**src/rtl/skip_pkg.sv**
```systemverilog
package skip_pkg;
  localparam int DEF_CORES  = 16;
  localparam int DEF_SKIP_W = 8;

  typedef enum logic {
    LANE_IDLE = 1'b0,
    LANE_RUN  = 1'b1
  } lane_mode_e;
endpackage

```
**src/rtl/rot_boundary.sv**
```systemverilog
module rot_boundary #(
  parameter int SLOT_W = 4
) (
  input  logic [SLOT_W-1:0] hub_slot,
  output logic              at_bnd
);
  assign at_bnd = (hub_slot == '0);
endmodule

```
**src/rtl/skip_lane.sv**
```systemverilog
module skip_lane
  import skip_pkg::*;
#(
  parameter int SKIP_W = 8
) (
  input  logic              clk,
  input  logic              rst,
  input  logic              at_bnd,
  input  logic [SKIP_W-1:0] skip,
  output logic              en
);
  lane_mode_e        mode_q;
  logic [SKIP_W-1:0] idle_q;
  logic [SKIP_W-1:0] idle_eff;
  logic              start_run;

  // remaining idle rotations never exceed the count now in force
  assign idle_eff  = (idle_q > skip) ? skip : idle_q;
  assign start_run = (skip == '0) || (idle_q == '0);

  always_ff @(posedge clk) begin
    if (rst) begin
      mode_q <= LANE_RUN;
      idle_q <= '0;
    end else if (at_bnd) begin
      if (start_run) begin
        mode_q <= LANE_RUN;
        idle_q <= skip;
      end else begin
        mode_q <= LANE_IDLE;
        idle_q <= idle_eff - 1'b1;
      end
    end
  end

  assign en = (mode_q == LANE_RUN);
endmodule

```
**src/rtl/rot_clk_skipper.sv**
```systemverilog
module rot_clk_skipper
  import skip_pkg::*;
#(
  parameter int NUM_CORES = DEF_CORES,
  parameter int SKIP_W    = DEF_SKIP_W,
  localparam int SLOT_W   = $clog2(NUM_CORES)
) (
  input  logic                        clk,
  input  logic                        rst,
  input  logic [SLOT_W-1:0]           hub_slot,
  input  logic [NUM_CORES*SKIP_W-1:0] skip_cnt,
  output logic [NUM_CORES-1:0]        core_en
);
  logic at_bnd;

  rot_boundary #(.SLOT_W(SLOT_W)) u_bnd (
    .hub_slot (hub_slot),
    .at_bnd   (at_bnd)
  );

  for (genvar i = 0; i < NUM_CORES; i++) begin : g_lane
    skip_lane #(.SKIP_W(SKIP_W)) u_lane (
      .clk    (clk),
      .rst    (rst),
      .at_bnd (at_bnd),
      .skip   (skip_cnt[i*SKIP_W +: SKIP_W]),
      .en     (core_en[i])
    );
  end
endmodule

```
**config.mk**
```make
export PLATFORM = sky130hd
export DESIGN_NAME = rot_clk_skipper
export DESIGN_NICKNAME = d
export VERILOG_FILES = /design/src/rtl/skip_pkg.sv /design/src/rtl/rot_boundary.sv /design/src/rtl/skip_lane.sv /design/src/rtl/rot_clk_skipper.sv
export SDC_FILE = /design/constraint.sdc
export NUM_CORES = 1
export LEC_CHECK = 0
export BUFFER_PORTS_ARGS = -buffer_cell sky130_fd_sc_hd__buf_2
export CORE_MARGIN = 2
export CORE_UTILIZATION = 54
export DETAILED_ROUTE_END_ITERATION = 7
export GPL_ROUTABILITY_DRIVEN = 0
export PLACE_DENSITY = 0.74
export SETUP_SLACK_MARGIN = 0.02
export SKIP_CTS_REPAIR_TIMING = 1
export SLEW_MARGIN = 20
export SYNTH_ARGS = -nofsm -noshare
export SYNTH_HDL_FRONTEND = slang
export SYNTH_HIERARCHICAL = 1
export SYNTH_SLANG_ARGS = --single-unit
```
**constraint.sdc**
```tcl
create_clock -name clk -period 4.75 [get_ports clk]
set_clock_uncertainty 0.1 [all_clocks]
set_input_delay 0.475 -clock clk [delete_from_list [all_inputs] [get_ports clk]]
set_output_delay 0.475 -clock clk [all_outputs]
set_load 0.01 [all_outputs]
```
==> impl_metrics.prom, run 1 <==
# TYPE chip_impl_metric gauge
chip_impl_info{name="status",value="completed"} 1
chip_impl_metric{name="worstSkewPairLatency",unit="ns"} 0.45
chip_impl_info{name="post_synth_most_frequent_cells",value="sky130_fd_sc_hd__nor2_1 (205), sky130_fd_sc_hd__inv_1 (160), sky130_fd_sc_hd__dfxtp_1 (144), sky130_fd_sc_hd__ha_1 (144), sky130_fd_sc_hd__nand2_1 (108)"} 1
chip_impl_metric{name="power_frac_comb",unit=""} 0.303
chip_impl_info{name="grt_busiest_layer",value="met2"} 1
chip_impl_metric{name="netlist_area",unit="mm2"} 0.0156
chip_impl_metric{name="min_path_cells",unit=""} 3
chip_impl_metric{name="edff_count_synth",unit=""} 0
chip_impl_metric{name="num-nets-final",unit=""} 2289
chip_impl_metric{name="cellInternalPower",unit="uW"} 2620
chip_impl_metric{name="die-width",unit="um"} 174
chip_impl_metric{name="share_of_post_route_cells_with_drive_strength_above_1",unit=""} 0.169
chip_impl_metric{name="power.net_switching",unit="uW"} 1350
chip_impl_metric{name="route.detailed.vias_per_inst",unit=""} 6.17
chip_impl_metric{name="synthToLayoutAreaGrowth",unit="%"} 9.50
chip_impl_metric{name="grtUsageMet2",unit=""} 0.439
chip_impl_metric{name="initial_core_util",unit=""} 0.547
chip_impl_metric{name="synthArstFlopShare",unit=""} 0
chip_impl_metric{name="place_hpwl",unit="um"} 27500
chip_impl_info{name="synthFlopType",value="sky130_fd_sc_hd__dfxtp_1"} 1
chip_impl_metric{name="grt_max_degree",unit=""} 193
chip_impl_metric{name="cap_viol_max_count",unit=""} 0
chip_impl_metric{name="proportion_of_power_drawn_by_flip_flops_and_latches",unit=""} 0.331
chip_impl_metric{name="overall_power_after_layout",unit="uW"} 3970
chip_impl_metric{name="die_h",unit="um"} 174
chip_impl_metric{name="power_frac_clock",unit=""} 0.367
chip_impl_metric{name="max_clock_freq",unit="GHz"} 0.279
chip_impl_metric{name="report.final.hold_viol_count",unit=""} 0
chip_impl_metric{name="synthesis.nets",unit=""} 2198
chip_impl_info{name="holdCritStartpoint",value="skip_cnt[61]"} 1
chip_impl_metric{name="slew_headroom",unit=""} 0.385
chip_impl_metric{name="port-buffer-count",unit=""} 149
chip_impl_metric{name="groute.layer.met1.usage",unit=""} 0.322
chip_impl_info{name="worst_hold_path_type",value="in2reg"} 1
chip_impl_info{name="crit_type",value="reg2reg"} 1
chip_impl_metric{name="placementRows",unit=""} 62
chip_impl_metric{name="path_clk_slew",unit="ns"} 0.06
chip_impl_metric{name="synth.yosys.warnings",unit=""} 6
chip_impl_metric{name="detail_route.drc_violations",unit=""} 0
chip_impl_info{name="synth_top_cells_by_area",value="sky130_fd_sc_hd__dfxtp_1 (18%), sky130_fd_sc_hd__ha_1 (12%), sky130_fd_sc_hd__mux2i_1 (6.0%)"} 1
chip_impl_info{name="clock-root-buffer",value="sky130_fd_sc_hd__clkbuf_16"} 1
chip_impl_metric{name="grt.met3_usage",unit=""} 0.0549
chip_impl_metric{name="grt_pass1_wl",unit="um"} 66600
chip_impl_metric{name="coreArea",unit="mm2"} 0.0285
chip_impl_info{name="timing.critical_path.from",value="g_lane[15].u_lane/idle_q[3]"} 1
chip_impl_metric{name="global_route.usage.total",unit=""} 0.255
chip_impl_metric{name="worst_slew_pin_slew",unit="ns"} 0.919
chip_impl_metric{name="via_count",unit=""} 14900
chip_impl_info{name="cts_tree",value="done"} 1
chip_impl_metric{name="number_of_placed_i_o_pins",unit=""} 150
chip_impl_metric{name="setup_viol",unit=""} 0
chip_impl_info{name="grt_setup_unrepaired",value="no"} 1
chip_impl_info{name="rr_startpoint",value="g_lane[15].u_lane/idle_q[3]"} 1
chip_impl_metric{name="avgSynthCellArea",unit="um2"} 8.13
chip_impl_metric{name="route.detailed.wl_per_inst",unit="um"} 16.0
chip_impl_metric{name="finalWirelength",unit="um"} 38600
chip_impl_metric{name="sum_of_negative_setup_slack",unit="ns"} 0
chip_impl_metric{name="drt_iter0_markers",unit=""} 1098
chip_impl_metric{name="cts_made_buffers",unit=""} 17
chip_impl_metric{name="grt_antenna_before_repair",unit=""} 1
chip_impl_metric{name="synth_seq_cells",unit=""} 144
chip_impl_metric{name="static_power_due_to_leakage",unit="uW"} 0.00665
chip_impl_metric{name="critical_path_required",unit="ns"} 4.98
chip_impl_metric{name="die-area",unit="mm2"} 0.0303
chip_impl_metric{name="global_route.overflow_total",unit=""} 0
chip_impl_metric{name="final_antenna_net_count",unit=""} 0
chip_impl_metric{name="clk_path_buf_depth",unit=""} 2
chip_impl_metric{name="vdd_drop_max",unit="mV"} 0.224
chip_impl_info{name="synth_largest_area_cell",value="sky130_fd_sc_hd__dfxtp_1"} 1
chip_impl_metric{name="firstDrtPassIters",unit=""} 7
chip_impl_metric{name="post-route-min-period",unit="ns"} 3.58
chip_impl_metric{name="final-max-slew-violation-count",unit=""} 0
chip_impl_info{name="setup.worst_path.end_class",value="flip-flop"} 1
chip_impl_metric{name="synth_top_area_frac",unit=""} 0.185
chip_impl_metric{name="rr_worst_depth",unit=""} 14
chip_impl_metric{name="critical_path_peak_fanout",unit=""} 10
chip_impl_metric{name="power_per_cell_area",unit="mW/mm2"} 233
chip_impl_metric{name="swShare",unit=""} 0.341
chip_impl_metric{name="fillers",unit=""} 2608
chip_impl_metric{name="final.period_utilization",unit=""} 0.754
chip_impl_metric{name="crit_arrival",unit="ns"} 3.81
chip_impl_info{name="worstSetupStartpointType",value="flip-flop"} 1
chip_impl_metric{name="synth.distinct_cells",unit=""} 56
chip_impl_metric{name="synth.yosys.seq_area_share",unit=""} 0.185
chip_impl_metric{name="grt_pass1_vias",unit=""} 14300
chip_impl_metric{name="clock_tree.htree_level_count",unit=""} 4
chip_impl_info{name="synthMostInstantiatedCell",value="sky130_fd_sc_hd__nor2_1"} 1
chip_impl_metric{name="clock_sinks",unit=""} 144
chip_impl_metric{name="synth_cells",unit=""} 1920
-- worst paths after layout --
path                                                     to  slack, ns
worst min register to register          g_lane[8].u_lane/en       0.37
worst min-delay path             g_lane[7].u_lane/idle_q[5]       0.25
worst max register to register  g_lane[15].u_lane/idle_q[6]       1.17
worst max-delay path            g_lane[15].u_lane/idle_q[6]       1.17
-- power by group through the flow --
stage	Sequential (uW)	Combinational, uW	Clock [uW]
CTS	1310	1190	1490
detailed placement	1340	1180	0
global route	1320	1350	1540
global placement	1340	1150	0
floorplan	1320	937	0
finish	1310	1200	1460
-- cell usage in the layout, fill, tap and decap left out, types with 17 or more instances in the layout --
cell and n:
sky130_fd_sc_hd__or3_1 63, sky130_fd_sc_hd__inv_1 160, sky130_fd_sc_hd__nor3_1 20, sky130_fd_sc_hd__mux2i_1 94
sky130_fd_sc_hd__xor2_1 17, sky130_fd_sc_hd__and3_1 30, sky130_fd_sc_hd__o41ai_1 45, sky130_fd_sc_hd__o31ai_1 47
sky130_fd_sc_hd__dfxtp_1 144, sky130_fd_sc_hd__nor2_1 205, sky130_fd_sc_hd__a211oi_2 30, sky130_fd_sc_hd__nand3_1 18
sky130_fd_sc_hd__nand2b_1 47, sky130_fd_sc_hd__o21ai_1 45, sky130_fd_sc_hd__o21bai_1 17, sky130_fd_sc_hd__a21oi_1 51
sky130_fd_sc_hd__o21ai_0 35, sky130_fd_sc_hd__o21a_1 19, sky130_fd_sc_hd__or4_4 18, sky130_fd_sc_hd__nand2_1 108
sky130_fd_sc_hd__nand4_1 49, sky130_fd_sc_hd__a311oi_1 75, sky130_fd_sc_hd__clkbuf_16 17, sky130_fd_sc_hd__buf_2 148
sky130_fd_sc_hd__xnor2_1 50, sky130_fd_sc_hd__o211ai_1 31, sky130_fd_sc_hd__ha_1 144
-- metrics by stage --
stage / hold slack, ns / worst slack (ns) / cells / instance area, um2 / util
2_1_floorplan: 0.385 / 0.330 / 1920 / 15600 / -
3_3_place_gp: 0.345 / 1.08 / 2376 / 16500 / 0.577
3_5_place_dp: 0.349 / 0.912 / 2376 / 16500 / 0.577
4_1_cts: 0.225 / 1.18 / 2407 / 17100 / 0.598
5_1_grt: 0.248 / 0.857 / 2408 / 17100 / 0.598
6_report: 0.251 / 1.17 / 2409 / 17100 / 0.598
-- worst max-delay path: stages, from the launching register on --
cell and delay [ns]:
sky130_fd_sc_hd__dfxtp_1 0.45, sky130_fd_sc_hd__ha_1 0.29, sky130_fd_sc_hd__and2_1 0.17, sky130_fd_sc_hd__o21ai_0 0.07
sky130_fd_sc_hd__nor4bb_1 0.56, sky130_fd_sc_hd__or2_2 0.36, sky130_fd_sc_hd__nor2_1 0.06, sky130_fd_sc_hd__a21oi_1 0.14
sky130_fd_sc_hd__ha_1 0.27, sky130_fd_sc_hd__inv_1 0.11, sky130_fd_sc_hd__nor3_1 0.33, sky130_fd_sc_hd__nand3_1 0.16
sky130_fd_sc_hd__xnor2_1 0.17, sky130_fd_sc_hd__mux2i_1 0.09, sky130_fd_sc_hd__o21a_1 0.16
-- flip-flops by register name, indices dropped and copies added, names as in the netlist --
register              count
g_lane.u_lane/idle_q    128
g_lane.u_lane/en         16
-- area by class of cell --
type                       instances  area [um2]  share of cell area
timing repair buffer             153         807              0.0472
inverter                         160         601              0.0352
sequential                       144        2880               0.169
clock inverter                    11         163             0.00952
tap                              384         480              0.0281
clock buffer                      20         457              0.0267
antenna                            2        5.00            0.000293
multi-input combinational       1535       11700               0.684
-- per-layer routing --
| layer | share of wire | routed length [um] |
|---|---|---|
| met4 | 0.014 | 528 |
| met2 | 0.48 | 18500 |
| met5 | 0 | 0 |
| met3 | 0.053 | 2060 |
| met1 | 0.45 | 17600 |
-- cells by family after synthesis --
family	after synthesis	synth area share
AND/OR/NAND/NOR	734	0.287
AO/OA/AOI/OAI	496	0.248
buffers and inverters	241	0.0666
adder cells (fa/ha/maj)	144	0.115
flip-flops	144	0.185
multiplexers	94	0.0603
XOR/XNOR	67	0.0376
Note: power is estimated with default switching activity, not from simulation.
==> run 2: changes to the inputs <==
--- a/config.mk
+++ b/config.mk
@@ -10,7 +10,7 @@
 export CORE_UTILIZATION = 54
 export DETAILED_ROUTE_END_ITERATION = 7
 export GPL_ROUTABILITY_DRIVEN = 0
-export PLACE_DENSITY = 0.74
+export PLACE_DENSITY = 0.77
 export SETUP_SLACK_MARGIN = 0.02
 export SKIP_CTS_REPAIR_TIMING = 1
 export SLEW_MARGIN = 20
==> constraint.sdc (replaced) <==
create_clock -name clk -period 3.2 [get_ports clk]
set_clock_uncertainty 0.1 [all_clocks]
set_input_delay 0.32 -clock clk [delete_from_list [all_inputs] [get_ports clk]]
set_output_delay 0.32 -clock clk [all_outputs]
set_load 0.01 [all_outputs]
==> impl_metrics.prom, run 2 (synthesized netlist as in run 1, its figures left out) <==
# TYPE chip_impl_metric gauge
chip_impl_metric{name="largest_reg_flops",unit=""} 128
chip_impl_metric{name="grt_pass1_wl",unit="um"} 69500
chip_impl_metric{name="slew_headroom",unit=""} 0.385
chip_impl_metric{name="clock_sinks",unit=""} 144
chip_impl_metric{name="final-max-slew-violation-count",unit=""} 0
chip_impl_info{name="clock-root-buffer",value="sky130_fd_sc_hd__clkbuf_16"} 1
chip_impl_metric{name="grt_pass1_vias",unit=""} 15000
chip_impl_metric{name="initial_core_util",unit=""} 0.547
chip_impl_metric{name="timing.critical_path.depth",unit=""} 12
chip_impl_metric{name="grtUsageMet2",unit=""} 0.456
chip_impl_metric{name="final.period_utilization",unit=""} 0.938
chip_impl_metric{name="report.final.hold_viol_count",unit=""} 0
chip_impl_info{name="cts_tree",value="done"} 1
chip_impl_metric{name="finalWirelength",unit="um"} 40400
chip_impl_metric{name="number_of_placed_i_o_pins",unit=""} 150
chip_impl_info{name="critPathMostFrequentCell",value="sky130_fd_sc_hd__mux2i_1"} 1
chip_impl_metric{name="post-place-cells",unit=""} 2444
chip_impl_metric{name="stdcell_area",unit="mm2"} 0.0178
chip_impl_metric{name="stdcell_count",unit=""} 2484
chip_impl_metric{name="place_hpwl",unit="um"} 29300
chip_impl_metric{name="groute.layer.met1.usage",unit=""} 0.348
chip_impl_metric{name="placed_area",unit="mm2"} 0.0170
chip_impl_metric{name="firstDrtPassIters",unit=""} 6
chip_impl_metric{name="grt.met3_usage",unit=""} 0.0418
chip_impl_metric{name="power_per_cell_area",unit="mW/mm2"} 346
chip_impl_metric{name="crit_path_max_incr_delay",unit="ns"} 0.36
chip_impl_metric{name="share_of_post_route_cells_with_drive_strength_above_1",unit=""} 0.203
chip_impl_info{name="status",value="completed"} 1
chip_impl_metric{name="detail_route.drc_violations",unit=""} 0
chip_impl_metric{name="min_path_cells",unit=""} 3
chip_impl_metric{name="dp_slack",unit="ns"} 0.0558
chip_impl_metric{name="synthToLayoutAreaGrowth",unit="%"} 13.8
chip_impl_metric{name="static_power_due_to_leakage",unit="uW"} 0.00705
chip_impl_metric{name="drt_iter0_markers",unit=""} 1154
chip_impl_metric{name="global_route.overflow_total",unit=""} 0
chip_impl_metric{name="coreArea",unit="mm2"} 0.0285
chip_impl_info{name="setup.worst_path.end_class",value="flip-flop"} 1
chip_impl_info{name="largest_register",value="g_lane.u_lane/idle_q"} 1
chip_impl_metric{name="grt_max_degree",unit=""} 121
chip_impl_metric{name="die_h",unit="um"} 174
chip_impl_info{name="mostFrequentLayoutCell",value="sky130_fd_sc_hd__nor2_1"} 1
chip_impl_info{name="crit_chain",value="ha_1, nand4_1, a211oi_2, nor4_4, nor2_4, mux2i_1, ha_2, nand2_1, or3_1, xor2_1, mux2i_1, o21a_1"} 1
chip_impl_metric{name="clk_path_buf_depth",unit=""} 2
chip_impl_metric{name="placementRows",unit=""} 62
chip_impl_metric{name="crit_buf_inv",unit=""} 0
chip_impl_metric{name="route.detailed.wl_per_inst",unit="um"} 16.3
chip_impl_info{name="worstSetupStartpointType",value="flip-flop"} 1
chip_impl_info{name="crit_type",value="reg2reg"} 1
chip_impl_info{name="grt_busiest_layer",value="met2"} 1
chip_impl_metric{name="post-route-min-period",unit="ns"} 3.00
chip_impl_metric{name="route.detailed.vias_per_inst",unit=""} 6.23
chip_impl_metric{name="path_clk_slew",unit="ns"} 0.06
chip_impl_metric{name="global_route.usage.total",unit=""} 0.265
chip_impl_metric{name="max_clock_freq",unit="GHz"} 0.333
chip_impl_info{name="final_cell_mix",value="sky130_fd_sc_hd__nor2_1 (205), sky130_fd_sc_hd__inv_1 (160), sky130_fd_sc_hd__buf_2 (148)"} 1
chip_impl_metric{name="critical_path_required",unit="ns"} 3.43
chip_impl_info{name="worst_path_max_delay_cell",value="sky130_fd_sc_hd__dfxtp_1"} 1
chip_impl_metric{name="worstSkewPairLatency",unit="ns"} 0.44
chip_impl_metric{name="worst_slew_pin_slew",unit="ns"} 0.919
chip_impl_metric{name="via_count",unit=""} 15500
chip_impl_metric{name="die-width",unit="um"} 174
chip_impl_metric{name="cts_made_buffers",unit=""} 17
chip_impl_metric{name="crit_arrival",unit="ns"} 3.23
chip_impl_metric{name="cap_viol_max_count",unit=""} 0
chip_impl_metric{name="clock_tree.htree_level_count",unit=""} 4
chip_impl_metric{name="final_antenna_net_count",unit=""} 0
chip_impl_metric{name="critical_path_peak_fanout",unit=""} 5
chip_impl_metric{name="die-area",unit="mm2"} 0.0303
chip_impl_metric{name="rr_worst_depth",unit=""} 12
chip_impl_metric{name="grt_antenna_before_repair",unit=""} 0
chip_impl_info{name="cpLargestDelayFamily",value="simple AND/OR/NAND/NOR gates"} 1
chip_impl_metric{name="setup_viol",unit=""} 0
chip_impl_info{name="worst_hold_path_type",value="in2reg"} 1
chip_impl_metric{name="num-nets-final",unit=""} 2364
chip_impl_metric{name="vdd_drop_max",unit="mV"} 0.328
chip_impl_metric{name="post-route-worst-setup-slack",unit="ns"} 0.198
chip_impl_metric{name="port-buffer-count",unit=""} 149
chip_impl_metric{name="ff2ff_setup_slack",unit="ns"} 0.20
-- run 2: cell types whose count changed in the layout (fill, tap and decap cells not counted), moves of 2 or more --
| cell | previous run | this run |
|---|---|---|
| sky130_fd_sc_hd__ha_1 | 144 | 139 |
| sky130_fd_sc_hd__buf_12 | 2 | 4 |
| sky130_fd_sc_hd__bufinv_16 | 4 | 6 |
| sky130_fd_sc_hd__clkbuf_8 | 2 | 0 |
| sky130_fd_sc_hd__inv_6 | 0 | 2 |
| sky130_fd_sc_hd__ha_2 | 0 | 4 |
| sky130_fd_sc_hd__buf_4 | 2 | 75 |
-- run 2: worst paths after layout --
kind	from	end
max	g_lane[6].u_lane/idle_q[6]	g_lane[6].u_lane/idle_q[6]
min	skip_cnt[13]	g_lane[1].u_lane/idle_q[5]
max reg2reg	g_lane[6].u_lane/idle_q[6]	g_lane[6].u_lane/idle_q[6]
min reg2reg	g_lane[2].u_lane/en	g_lane[2].u_lane/en
-- run 2: routing by layer --
metal	vias to the layer above	part of all wire
li1	7582	-
met4	0	0.015
met3	58	0.056
met1	7359	0.45
met5	-	0
met2	488	0.48
-- run 2: report_power, final --
part	switching (uW)	internal, uW	total (uW)
Clock	862	1460	2330
Combinational	1130	749	1880
Sequential	86.4	1860	1940
Total	2080	4070	6150
-- run 2: tightest hold or removal path: stages --
cell	delay, ns
sky130_fd_sc_hd__buf_2	0.12
sky130_fd_sc_hd__o21ai_1	0.07
sky130_fd_sc_hd__a311oi_1	0.09
-- run 2: stage by stage --
stage	total power, uW	setup TNS [ns]	utilization	hold slack, ns
global placement	3740	0	0.595	0.344
detailed placement	3800	0	0.595	0.348
floorplan	3350	0	-	0.385
CTS	6150	0	0.619	0.0847
finish	6150	0	0.622	0.108
global route	6480	-0.0287	0.622	0.0992
-- run 2: area by class of cell --
| cell class | count | area, um2 |
|---|---|---|
| Clock inverter | 14 | 236 |
| Inverter | 160 | 601 |
| Fill cell | 2491 | 10800 |
| Tap cell | 384 | 480 |
| Clock buffer | 18 | 429 |
| Multi-Input combinational cell | 1535 | 11700 |
| Timing Repair Buffer | 228 | 1400 |
| Sequential cell | 144 | 2880 |
| Antenna cell | 1 | 2.50 |
==> run 3: changes to the inputs <==
--- a/config.mk
+++ b/config.mk
@@ -10,6 +10,7 @@
 export CORE_UTILIZATION = 54
 export DETAILED_ROUTE_END_ITERATION = 7
 export GPL_ROUTABILITY_DRIVEN = 0
+export MAX_ROUTING_LAYER = met4
 export PLACE_DENSITY = 0.77
 export SETUP_SLACK_MARGIN = 0.02
 export SKIP_CTS_REPAIR_TIMING = 1
==> impl_metrics.prom, run 3 (synthesized netlist as in run 1, its figures left out) <==
# TYPE chip_impl_metric gauge
chip_impl_metric{name="die-area",unit="mm2"} 0.0303
chip_impl_metric{name="place_hpwl",unit="um"} 29300
chip_impl_info{name="worstSetupStartpointType",value="flip-flop"} 1
chip_impl_metric{name="slew_headroom",unit=""} 0.381
chip_impl_metric{name="detail_route.drc_violations",unit=""} 0
chip_impl_metric{name="crit_buf_inv",unit=""} 0
chip_impl_metric{name="report.final.hold_viol_count",unit=""} 0
chip_impl_metric{name="power_frac_comb",unit=""} 0.306
chip_impl_metric{name="die_h",unit="um"} 174
chip_impl_metric{name="post-route-min-period",unit="ns"} 3.00
chip_impl_metric{name="vdd_drop_max",unit="mV"} 0.327
chip_impl_metric{name="clock_tree.htree_level_count",unit=""} 4
chip_impl_metric{name="coreArea",unit="mm2"} 0.0285
chip_impl_metric{name="synthToLayoutAreaGrowth",unit="%"} 13.8
chip_impl_metric{name="proportion_of_power_drawn_by_flip_flops_and_latches",unit=""} 0.317
chip_impl_metric{name="drt_iter0_markers",unit=""} 1218
chip_impl_metric{name="cellInternalPower",unit="uW"} 4070
chip_impl_info{name="crit_chain",value="ha_1, nand4_1, a211oi_2, nor4_4, nor2_4, mux2i_1, ha_2, nand2_1, or3_1, xor2_1, mux2i_1, o21a_1"} 1
chip_impl_metric{name="sequential_cell_area",unit="mm2"} 0.00288
chip_impl_info{name="mostFrequentLayoutCell",value="sky130_fd_sc_hd__nor2_1"} 1
chip_impl_info{name="critPathMostFrequentCell",value="sky130_fd_sc_hd__mux2i_1"} 1
chip_impl_info{name="final_cell_mix",value="sky130_fd_sc_hd__nor2_1 (205), sky130_fd_sc_hd__inv_1 (160), sky130_fd_sc_hd__buf_2 (148)"} 1
chip_impl_metric{name="global_route.overflow_total",unit=""} 0
chip_impl_metric{name="placed_area",unit="mm2"} 0.0170
chip_impl_metric{name="finalWirelength",unit="um"} 40400
chip_impl_info{name="clock-root-buffer",value="sky130_fd_sc_hd__clkbuf_16"} 1
chip_impl_info{name="worst_path_max_delay_cell",value="sky130_fd_sc_hd__dfxtp_1"} 1
chip_impl_info{name="crit_type",value="reg2reg"} 1
chip_impl_metric{name="clk_path_buf_depth",unit=""} 2
chip_impl_metric{name="setup_viol",unit=""} 0
chip_impl_metric{name="power.net_switching",unit="uW"} 2070
chip_impl_metric{name="placementRows",unit=""} 62
chip_impl_metric{name="max_clock_freq",unit="GHz"} 0.333
chip_impl_metric{name="overall_power_after_layout",unit="uW"} 6140
chip_impl_metric{name="power_per_cell_area",unit="mW/mm2"} 346
chip_impl_info{name="status",value="completed"} 1
chip_impl_info{name="worst_hold_path_type",value="in2reg"} 1
chip_impl_metric{name="crit_path_max_incr_delay",unit="ns"} 0.36
chip_impl_metric{name="grt_pass1_vias",unit=""} 15000
chip_impl_metric{name="power_frac_clock",unit=""} 0.378
chip_impl_metric{name="grt_pass1_wl",unit="um"} 69400
chip_impl_metric{name="port-buffer-count",unit=""} 149
chip_impl_metric{name="number_of_placed_i_o_pins",unit=""} 150
chip_impl_metric{name="critical_path_required",unit="ns"} 3.43
chip_impl_metric{name="grt_max_degree",unit=""} 121
chip_impl_metric{name="firstDrtPassIters",unit=""} 5
chip_impl_metric{name="multiInputGateArea",unit="mm2"} 0.0117
chip_impl_info{name="timing.critical_path.from",value="g_lane[6].u_lane/idle_q[6]"} 1
chip_impl_metric{name="clock_sinks",unit=""} 144
chip_impl_metric{name="largest_reg_flops",unit=""} 128
chip_impl_metric{name="global_route.usage.total",unit=""} 0.273
chip_impl_metric{name="cap_viol_max_count",unit=""} 0
chip_impl_metric{name="crit_arrival",unit="ns"} 3.23
chip_impl_metric{name="final.period_utilization",unit=""} 0.938
chip_impl_metric{name="path_clk_slew",unit="ns"} 0.06
chip_impl_metric{name="worst_slew_pin_slew",unit="ns"} 0.925
chip_impl_info{name="holdCritStartpoint",value="skip_cnt[13]"} 1
chip_impl_metric{name="worstSkewPairLatency",unit="ns"} 0.44
chip_impl_metric{name="cts_made_buffers",unit=""} 17
chip_impl_info{name="cts_tree",value="done"} 1
chip_impl_metric{name="static_power_due_to_leakage",unit="uW"} 0.00705
chip_impl_metric{name="swShare",unit=""} 0.337
chip_impl_metric{name="critical_path_peak_fanout",unit=""} 5
chip_impl_metric{name="grt_antenna_before_repair",unit=""} 0
chip_impl_metric{name="route.detailed.wl_per_inst",unit="um"} 16.3
chip_impl_info{name="setup.worst_path.end_class",value="flip-flop"} 1
chip_impl_metric{name="die-width",unit="um"} 174
chip_impl_metric{name="sum_of_negative_setup_slack",unit="ns"} 0
chip_impl_metric{name="via_count",unit=""} 15500
chip_impl_metric{name="fillers",unit=""} 2491
chip_impl_metric{name="num-nets-final",unit=""} 2364
chip_impl_metric{name="final-max-slew-violation-count",unit=""} 0
chip_impl_info{name="cpLargestDelayFamily",value="simple AND/OR/NAND/NOR gates"} 1
chip_impl_metric{name="route.detailed.vias_per_inst",unit=""} 6.22
chip_impl_info{name="largest_register",value="g_lane.u_lane/idle_q"} 1
chip_impl_metric{name="final_antenna_net_count",unit=""} 0
chip_impl_info{name="rr_startpoint",value="g_lane[6].u_lane/idle_q[6]"} 1
chip_impl_metric{name="initial_core_util",unit=""} 0.547
chip_impl_metric{name="share_of_post_route_cells_with_drive_strength_above_1",unit=""} 0.203
chip_impl_metric{name="stdcell_area",unit="mm2"} 0.0178
## run 3: cell counts in the layout (fill, tap and decap cells not counted)
No cell type changed its count.
## run 3: layer usage
metal | vias up | share of wire | track usage | routed length (um)
met5 | - | 0 | - | 0
met4 | 0 | 0.014 | 0.0658 | 575
met3 | 57 | 0.051 | 0.0418 | 2080
met2 | 446 | 0.48 | 0.456 | 19500
met1 | 7376 | 0.45 | 0.347 | 18300
li1 | 7581 | - | - | -
## run 3: path summary, 6_finish.rpt
| kind | to | slack, ns | depth (start not counted) |
|---|---|---|---|
| max | g_lane[6].u_lane/idle_q[6] | 0.20 | 12 |
| min | g_lane[1].u_lane/idle_q[5] | 0.11 | 3 |
| max reg2reg | g_lane[6].u_lane/idle_q[6] | 0.20 | 12 |
| min reg2reg | g_lane[2].u_lane/en | 0.36 | 2 |
## run 3: metrics by stage
stage | instances | utilization | hold WS, ns | setup WS [ns]
floorplan | 1920 | - | 0.385 | 0.0999
global placement | 2444 | 0.595 | 0.344 | 0.125
detailed placement | 2444 | 0.595 | 0.348 | 0.0558
CTS | 2476 | 0.619 | 0.0847 | 0.172
global route | 2483 | 0.622 | 0.0992 | -0.0287
finish | 2484 | 0.622 | 0.108 | 0.198
## run 3: area by class of cell
type / count / share of cell area
multi-input combinational: 1535 / 0.660
sequential: 144 / 0.162
timing repair buffer: 228 / 0.0786
inverter: 160 / 0.0338
tap: 384 / 0.0271
clock buffer: 18 / 0.0242
clock inverter: 14 / 0.0133
antenna: 1 / 0.000141
## run 3: power by group through the flow
stage               Combinational [uW]  Sequential [uW]  Clock, uW
CTS                               1840             1940       2370
detailed placement                1820             1980          0
global placement                  1760             1980          0
global route                      2090             1950       2440
floorplan                         1390             1960          0
finish                            1880             1940       2320
## run 3: tightest hold or removal path, stage by stage
cell and delay, ns:
sky130_fd_sc_hd__buf_2 0.12, sky130_fd_sc_hd__o21ai_1 0.07, sky130_fd_sc_hd__a311oi_1 0.09
